===== src/rtl/wrr_pkg.sv =====
package wrr_pkg;

  typedef enum logic [1:0] {
    SEQ_IDLE  = 2'd0,
    SEQ_WAIT  = 2'd1,
    SEQ_PULSE = 2'd2
  } seq_state_e;

  // Number of clock cycles in a delay of delay_us microseconds.
  function automatic int delay_cycles(input int clk_hz, input int delay_us);
    longint prod;
    prod = (longint'(clk_hz) / 1000) * longint'(delay_us);
    return int'(prod / 1000);
  endfunction

endpackage


===== src/rtl/wrr_regfile.sv =====
module wrr_regfile #(
  parameter int                 ADDR_W   = 8,
  parameter int                 DATA_W   = 8,
  parameter logic [ADDR_W-1:0]  REG_ADDR = 'h17,
  parameter logic [DATA_W-1:0]  KEY      = 'h77
) (
  input  logic              clk,
  input  logic              por_i,
  input  logic [ADDR_W-1:0] addr_i,
  input  logic              wr_i,
  input  logic              rd_i,
  input  logic [DATA_W-1:0] wdata_i,
  input  logic              clr_i,
  input  logic              hold_i,
  output logic              fire_o,
  output logic [DATA_W-1:0] rdata_o
);

  logic              hit;
  logic [DATA_W-1:0] store_q;
  logic [DATA_W-1:0] rdata_q;

  assign hit    = (addr_i == REG_ADDR);
  assign fire_o = wr_i && hit && (wdata_i == KEY) && !hold_i;

  always_ff @(posedge clk) begin
    if (por_i) begin
      store_q <= '0;
    end else if (clr_i || hold_i) begin
      store_q <= '0;
    end else if (wr_i && hit) begin
      store_q <= wdata_i;
    end
  end

  always_ff @(posedge clk) begin
    if (por_i) begin
      rdata_q <= '0;
    end else if (rd_i && hit) begin
      rdata_q <= store_q;
    end else begin
      rdata_q <= '0;
    end
  end

  assign rdata_o = rdata_q;

  // an active pulse leaves the register empty on the next edge
  assert_store_cleared_R6: assert property (@(posedge clk) disable iff (por_i)
    hold_i |=> (store_q == '0));

  // reads outside the register's address give zero
  assert_foreign_read_zero_R8: assert property (@(posedge clk) disable iff (por_i)
    (rd_i && (addr_i != REG_ADDR)) |=> (rdata_o == '0));

  // writes outside the register's address leave it as it was
  assert_foreign_write_ignored_R8: assert property (@(posedge clk) disable iff (por_i)
    (wr_i && (addr_i != REG_ADDR) && !clr_i && !hold_i) |=> $stable(store_q));

endmodule


===== src/rtl/wrr_sequencer.sv =====
module wrr_sequencer
  import wrr_pkg::*;
#(
  parameter int DELAY_CYC = 150000,
  parameter int PULSE_CYC = 16
) (
  input  logic clk,
  input  logic por_i,
  input  logic fire_i,
  output logic clr_o,
  output logic hold_o,
  output logic busy_o,
  output logic warm_rst_n_o
);

  localparam int MAXC  = (DELAY_CYC > PULSE_CYC) ? DELAY_CYC : PULSE_CYC;
  localparam int CNT_W = $clog2(MAXC + 1);

  seq_state_e        state_q;
  logic [CNT_W-1:0]  cnt_q;
  logic              busy_q;
  logic              warm_n_q;
  logic              expire;

  assign expire = (state_q == SEQ_WAIT) && (cnt_q == '0);
  assign clr_o  = expire;
  assign hold_o = (state_q == SEQ_PULSE);

  always_ff @(posedge clk) begin
    if (por_i) begin
      state_q  <= SEQ_IDLE;
      cnt_q    <= '0;
      busy_q   <= 1'b0;
      warm_n_q <= 1'b1;
    end else begin
      case (state_q)
        SEQ_IDLE: begin
          if (fire_i) begin
            state_q <= SEQ_WAIT;
            cnt_q   <= CNT_W'(DELAY_CYC - 1);
            busy_q  <= 1'b1;
          end
        end
        SEQ_WAIT: begin
          if (cnt_q == '0) begin
            state_q  <= SEQ_PULSE;
            cnt_q    <= CNT_W'(PULSE_CYC - 1);
            warm_n_q <= 1'b0;
          end else begin
            cnt_q <= cnt_q - 1'b1;
          end
        end
        SEQ_PULSE: begin
          if (cnt_q == '0) begin
            state_q  <= SEQ_IDLE;
            busy_q   <= 1'b0;
            warm_n_q <= 1'b1;
          end else begin
            cnt_q <= cnt_q - 1'b1;
          end
        end
        default: begin
          state_q  <= SEQ_IDLE;
          busy_q   <= 1'b0;
          warm_n_q <= 1'b1;
        end
      endcase
    end
  end

  assign busy_o       = busy_q;
  assign warm_rst_n_o = warm_n_q;

  // Observation counters used only by the checks below.
  logic [CNT_W:0] wait_seen_q;
  logic [CNT_W:0] low_seen_q;

  always_ff @(posedge clk) begin
    if (por_i) begin
      wait_seen_q <= '0;
      low_seen_q  <= '0;
    end else begin
      wait_seen_q <= (state_q == SEQ_WAIT) ? wait_seen_q + 1'b1 : '0;
      low_seen_q  <= (!warm_n_q) ? low_seen_q + 1'b1 : '0;
    end
  end

  // the pulse starts after exactly DELAY_CYC countdown edges
  assert_delay_length_R3: assert property (@(posedge clk) disable iff (por_i)
    $fell(warm_n_q) |-> (wait_seen_q == (CNT_W+1)'(DELAY_CYC)));

  // the pulse lasts exactly PULSE_CYC cycles
  assert_pulse_length_R4: assert property (@(posedge clk) disable iff (por_i)
    $rose(warm_n_q) |-> (low_seen_q == (CNT_W+1)'(PULSE_CYC)));

  // once waiting, the count only steps down by one
  assert_no_restart_R5: assert property (@(posedge clk) disable iff (por_i)
    ((state_q == SEQ_WAIT) && $past(state_q == SEQ_WAIT)) |-> (cnt_q == $past(cnt_q) - 1'b1));

endmodule


===== src/rtl/warm_rst_ctrl.sv =====
module warm_rst_ctrl
  import wrr_pkg::*;
#(
  parameter int                CLK_FREQ_HZ = 100_000_000,
  parameter int                DELAY_US    = 1500,
  parameter int                PULSE_CYC   = 16,
  parameter int                ADDR_W      = 8,
  parameter int                DATA_W      = 8,
  parameter logic [ADDR_W-1:0] REG_ADDR    = 'h17,
  parameter logic [DATA_W-1:0] KEY         = 'h77
) (
  input  logic              clk,
  input  logic              por_i,
  input  logic [ADDR_W-1:0] bus_addr_i,
  input  logic              bus_wr_i,
  input  logic              bus_rd_i,
  input  logic [DATA_W-1:0] bus_wdata_i,
  output logic [DATA_W-1:0] bus_rdata_o,
  output logic              busy_o,
  output logic              warm_rst_n_o,
  output logic              host_rst_n_o
);

  localparam int DELAY_CYC = delay_cycles(CLK_FREQ_HZ, DELAY_US);

  logic fire;
  logic clr;
  logic hold;
  logic host_n_q;

  wrr_regfile #(
    .ADDR_W   (ADDR_W),
    .DATA_W   (DATA_W),
    .REG_ADDR (REG_ADDR),
    .KEY      (KEY)
  ) regs_i (
    .clk     (clk),
    .por_i   (por_i),
    .addr_i  (bus_addr_i),
    .wr_i    (bus_wr_i),
    .rd_i    (bus_rd_i),
    .wdata_i (bus_wdata_i),
    .clr_i   (clr),
    .hold_i  (hold),
    .fire_o  (fire),
    .rdata_o (bus_rdata_o)
  );

  wrr_sequencer #(
    .DELAY_CYC (DELAY_CYC),
    .PULSE_CYC (PULSE_CYC)
  ) seq_i (
    .clk          (clk),
    .por_i        (por_i),
    .fire_i       (fire),
    .clr_o        (clr),
    .hold_o       (hold),
    .busy_o       (busy_o),
    .warm_rst_n_o (warm_rst_n_o)
  );

  // Host-side reset follows only the power-on reset.
  always_ff @(posedge clk) begin
    host_n_q <= !por_i;
  end

  assign host_rst_n_o = host_n_q;

  // the host side stays out of reset during a warm reset
  assert_host_untouched_R7: assert property (@(posedge clk) disable iff (por_i)
    !warm_rst_n_o |-> host_rst_n_o);

  // busy covers the whole pulse
  assert_busy_covers_pulse_R4: assert property (@(posedge clk) disable iff (por_i)
    !warm_rst_n_o |-> busy_o);

endmodule


===== config.mk =====
export PLATFORM = sky130hd
export DESIGN_NAME = warm_rst_ctrl
export DESIGN_NICKNAME = d
export VERILOG_FILES = /design/src/rtl/wrr_pkg.sv /design/src/rtl/wrr_regfile.sv /design/src/rtl/wrr_sequencer.sv /design/src/rtl/warm_rst_ctrl.sv
export SDC_FILE = /design/constraint.sdc
export NUM_CORES = 1
export LEC_CHECK = 0
export BUFFER_PORTS_ARGS = -buffer_cell sky130_fd_sc_hd__buf_2
export CORE_MARGIN = 2
export CORE_UTILIZATION = 51
export DETAILED_ROUTE_END_ITERATION = 10
export PLACE_DENSITY = 0.75
export SLEW_MARGIN = 0
export SYNTH_ARGS = -nofsm -noshare
export SYNTH_HDL_FRONTEND = slang
export SYNTH_HIERARCHICAL = 1
export SYNTH_SLANG_ARGS = --single-unit

===== constraint.sdc =====
create_clock -name clk -period 3.1 [get_ports clk]
set_clock_uncertainty 0.2 [all_clocks]
set_input_delay 0.31 -clock clk [delete_from_list [all_inputs] [get_ports clk]]
set_output_delay 0.31 -clock clk [all_outputs]
set_load 0.01 [all_outputs]

==> flow_summary.html <==
<table>
<tr><th>Metric</th><th>Value</th></tr>
<tr><th colspan="2">Yosys</th></tr>
<tr><td>Post-synth top cells</td><td>39 x sky130_fd_sc_hd__dfxtp_1, 13 x sky130_fd_sc_hd__inv_1, 13 x sky130_fd_sc_hd__nor2_1, 12 x sky130_fd_sc_hd__o31ai_1, 11 x sky130_fd_sc_hd__o21ai_0</td></tr>
<tr><td>Cells after Synth</td><td>230</td></tr>
<tr><td>Synthesis warning total</td><td>6</td></tr>
<tr><td>Count of different cell masters after synthesis</td><td>65</td></tr>
<tr><td>Post-Syn Area</td><td>0.00216 mm^2</td></tr>
<tr><td>Share of the synthesized area in the top cell type</td><td>0.362</td></tr>
<tr><td>Fraction of the yosys area taken by sequential cells</td><td>0.362</td></tr>
<tr><td>Dominant cell by count in the synthesized netlist</td><td>sky130_fd_sc_hd__dfxtp_1</td></tr>
<tr><td>Async S/R FF share, synth</td><td>0</td></tr>
<tr><td>Number of flip-flops and latches in the synthesized netlist</td><td>39</td></tr>
<tr><td>Post-synth EDFFs</td><td>0</td></tr>
<tr><td>Cell taking the most area after synthesis</td><td>sky130_fd_sc_hd__dfxtp_1</td></tr>
<tr><td>Post-Synthesis Net Count</td><td>255</td></tr>
<tr><td>Prevailing post-synth register cell</td><td>sky130_fd_sc_hd__dfxtp_1</td></tr>
<tr><td>Mean instance size in the synthesized netlist</td><td>9.39 um^2</td></tr>
<tr><td>Synth area leaders</td><td>sky130_fd_sc_hd__dfxtp_1 36%, sky130_fd_sc_hd__o31ai_1 4.2%, sky130_fd_sc_hd__a2111oi_1 3.7%</td></tr>
<tr><th colspan="2">Setup path</th></tr>
<tr><td>Largest fanout of any net on the critical path</td><td>6</td></tr>
<tr><td>CP Data Required Time</td><td>3.09 ns</td></tr>
<tr><td>Critical Setup Path Class</td><td>register to register</td></tr>
<tr><td>Data arrival, critical path</td><td>2.93 ns</td></tr>
<tr><td>CP Launch Type</td><td>register</td></tr>
<tr><td>CP Capture Type</td><td>register</td></tr>
<tr><th colspan="2">Power and ir drop</th></tr>
<tr><td>Int Pwr</td><td>836 uW</td></tr>
<tr><td>Peak supply drop</td><td>0.000304 V</td></tr>
<tr><td>Switching power of the nets</td><td>207 uW</td></tr>
<tr><td>P per Cell Area</td><td>406 mW/mm^2</td></tr>
<tr><td>Sequential share of power</td><td>0.480</td></tr>
<tr><td>Relative contribution of combinational cells to total power</td><td>0.037</td></tr>
<tr><td>Switching share of total power</td><td>0.199</td></tr>
<tr><td>Share of total power in the clock network</td><td>0.482</td></tr>
<tr><td>Leakage</td><td>0.000995 uW</td></tr>
<tr><th colspan="2">Global route</th></tr>
<tr><td>Met1 track demand over resource</td><td>0.257</td></tr>
<tr><td>Antenna violations before repair</td><td>0</td></tr>
<tr><td>Met2 capacity usage during global routing</td><td>0.347</td></tr>
<tr><td>Fraction of met3 tracks used by global routing</td><td>0.0512</td></tr>
<tr><td>Via count of the first global-routing pass</td><td>1,830</td></tr>
<tr><td>Pin count of the biggest net entering global routing</td><td>26</td></tr>
<tr><td>First-pass GRT wire length</td><td>8.27 mm</td></tr>
<tr><td>Most heavily used metal layer in global routing</td><td>met2</td></tr>
<tr><td>Grt ovf</td><td>0</td></tr>
<tr><td>Global-route total usage across every layer</td><td>0.210</td></tr>
<tr><th colspan="2">Routing</th></tr>
<tr><td>Total DRC errors in the routed layout</td><td>0</td></tr>
<tr><td>DR iter-0 viols</td><td>122</td></tr>
<tr><td>Wirelength, routed</td><td>4.95 mm</td></tr>
<tr><td>Via Count</td><td>1,933</td></tr>
<tr><td>Detailed-router iteration count before antenna repair</td><td>4</td></tr>
<tr><td>Antenna violation net count after detailed routing</td><td>0</td></tr>
<tr><td>Routed vias/inst</td><td>6.00</td></tr>
<tr><td>Routed wirelength normalized by instance count</td><td>15.4 um</td></tr>
<tr><th colspan="2">Clocking</th></tr>
<tr><td>Post-CTS setup buffer count</td><td>0</td></tr>
<tr><td>TritonCTS clock tree</td><td>done</td></tr>
<tr><td>Total clock buffers created by CTS</td><td>5</td></tr>
<tr><td>Clock Root Buffer</td><td>sky130_fd_sc_hd__clkbuf_8</td></tr>
<tr><td>Number of clock sinks seen by CTS</td><td>39</td></tr>
<tr><td>Worst-skew pair later-pin latency</td><td>0.29 ns</td></tr>
<tr><td>CTS H-tree lvls</td><td>2</td></tr>
<tr><td>Maximum root-to-sink buffer count</td><td>2</td></tr>
<tr><td>Total of hold buffers inserted after clock tree synthesis</td><td>0</td></tr>
<tr><td>Clock input transition at the sequential cells of the worst setup and hold paths</td><td>0.08 ns</td></tr>
<tr><th colspan="2">Finish</th></tr>
<tr><td>Final std cell area, no fill</td><td>0.00257 mm^2</td></tr>
<tr><td>Layout Nets</td><td>296</td></tr>
<tr><td>Area growth syn-to-layout</td><td>19.1%</td></tr>
<tr><td>ANT cells</td><td>0</td></tr>
<tr><td>Share of cells above drive strength 1</td><td>0.290</td></tr>
<tr><th colspan="2">Timing</th></tr>
<tr><td>Setup-violating endpoint count in the final report</td><td>0</td></tr>
<tr><td>Tightest slew margin relative to the limit</td><td>0.519</td></tr>
<tr><td>Fin. Hold Viols</td><td>0</td></tr>
<tr><td>Final Max Slew Viols</td><td>0</td></tr>
<tr><td>Clock period minus worst slack</td><td>2.94 ns</td></tr>
<tr><td>Hold slack</td><td>0.0976 ns</td></tr>
<tr><td>Worst Max-Slew Pin Slew</td><td>0.714 ns</td></tr>
<tr><td>Fmax</td><td>340 MHz</td></tr>
<tr><td>Share of the clock period used by the worst path</td><td>0.948</td></tr>
<tr><td>Setup tns final</td><td>0 ns</td></tr>
<tr><th colspan="2">Floorplanning</th></tr>
<tr><td>Floorplan Core Area</td><td>0.00403 mm^2</td></tr>
<tr><td>Initial Utilization</td><td>0.536</td></tr>
<tr><td>Chip width</td><td>69.1 um</td></tr>
<tr><td>Floorplan die area</td><td>0.00477 mm^2</td></tr>
<tr><td>Site Rows</td><td>23</td></tr>
<tr><td>Number of I/O pins</td><td>31</td></tr>
<tr><td>Die Y</td><td>69.1 um</td></tr>
<tr><th colspan="2">Placement</th></tr>
<tr><td>Final HPWL from detailed placement</td><td>3.63 mm</td></tr>
<tr><td>PortBufs</td><td>30</td></tr>
<tr><td>Placer's final routability congestion estimate</td><td>0.882</td></tr>
<tr><td>Placement Cell Area</td><td>0.00241 mm^2</td></tr>
<tr><th colspan="2">Job</th></tr>
<tr><td># Max-Cap Violations</td><td>0</td></tr>
<tr><th colspan="2">Min path</th></tr>
<tr><td>Hold crit path type</td><td>input pin to register</td></tr>
<tr><th colspan="2">Run status</th></tr>
<tr><td>Status</td><td>completed</td></tr>
</table>
[power by group through the flow]
stage                     sequential [uW]  clock (uW)  combinational [uW]
after floorplan                       514           0                15.8
after global placement                513           0                38.4
after detailed placement              513           0                38.5
after CTS                             501         514                38.6
after global routing                  501         534                43.0
final                                 501         503                39.0
[per-layer routing]
metal | vias to the layer above | wire [um]
met5 | - | 0
met4 | 0 | 97
met3 | 11 | 203
met2 | 44 | 2430
met1 | 895 | 2220
li1 | 983 | -
[state kept, by name, summed over array words and instances, names as in the netlist]
register / count
seq_i/state_q: 2
seq_i/busy_o: 1
regs_i/store_q: 8
seq_i/warm_rst_n_o: 1
regs_i/rdata_o: 8
seq_i/cnt_q: 18
host_rst_n_o: 1
[cell type report]
class	count	area, um^2
inverter	14	52.6
fill	354	1460
sequential	39	781
clock inverter	3	67.6
clock buffer	5	68.8
timing repair buffer	39	218
tap	50	62.6
multi-input combinational	172	1320
[cells by family after synthesis]
logic type	after synthesis	share of synthesized area
fa+ha+maj	5	0.0290
flops	39	0.362
xor+xnor	3	0.0122
buf+inv	19	0.0365
simple gates	91	0.301
compound gates	73	0.260
[final timing paths]
path | from | to | slack [ns] | depth (start not counted)
worst min-delay path | bus_wdata_i[0] | regs_i/store_q[0]$_SDFFE_PP0P_ | 0.1 | 3
worst max-delay path | seq_i/state_q[0]$_SDFFE_PP0P_ | seq_i/cnt_q[5]$_SDFFE_PP0P_ | 0.16 | 12
worst min register to register | regs_i/store_q[0]$_SDFFE_PP0P_ | regs_i/rdata_o[0]$_SDFF_PP0_ | 0.26 | 1
worst max register to register | seq_i/state_q[0]$_SDFFE_PP0P_ | seq_i/cnt_q[5]$_SDFFE_PP0P_ | 0.16 | 12
[cells in the final DEF, fill, tap and decap left out, drive strengths merged, types with 3 or more instances in the layout]
cell type  instances
a2111oi            9
a211oi             6
a21oi             12
a31oi              3
and2               9
buf               39
clkbuf             5
dfxtp             39
ha                 5
inv               13
nand2              9
nand3              8
nand4              9
nand4b             3
nor2              16
nor3               7
nor4               8
o21ai             13
o31ai             13
or2                3
or4                6
[stage by stage]
step	setup slack (ns)	total power, uW	instances	util
2_1_floorplan	0.00376	529	230	-
3_3_place_gp	0.271	552	314	0.599
3_5_place_dp	0.206	552	314	0.599
4_1_cts	0.126	1050	322	0.633
5_1_grt	-0.0223	1080	322	0.639
6_report	0.160	1040	322	0.639
[timing repair]
item,in CTS,in global routing
endpoints found under the setup margin,0,8
hold endpoints to repair,0,0
resized for setup,0,4
[critical path: stages (launching register included)]
cell	delay, ns
sky130_fd_sc_hd__dfxtp_1	0.37
sky130_fd_sc_hd__inv_1	0.09
sky130_fd_sc_hd__ha_1	0.21
sky130_fd_sc_hd__nand4b_1	0.16
sky130_fd_sc_hd__or4_1	0.50
sky130_fd_sc_hd__nor4_2	0.17
sky130_fd_sc_hd__buf_4	0.17
sky130_fd_sc_hd__nand2b_1	0.16
sky130_fd_sc_hd__nand2_1	0.10
sky130_fd_sc_hd__a21oi_1	0.17
sky130_fd_sc_hd__buf_4	0.17
sky130_fd_sc_hd__o21ai_0	0.08
sky130_fd_sc_hd__a32o_1	0.28
(Power assumes the default switching activity.)
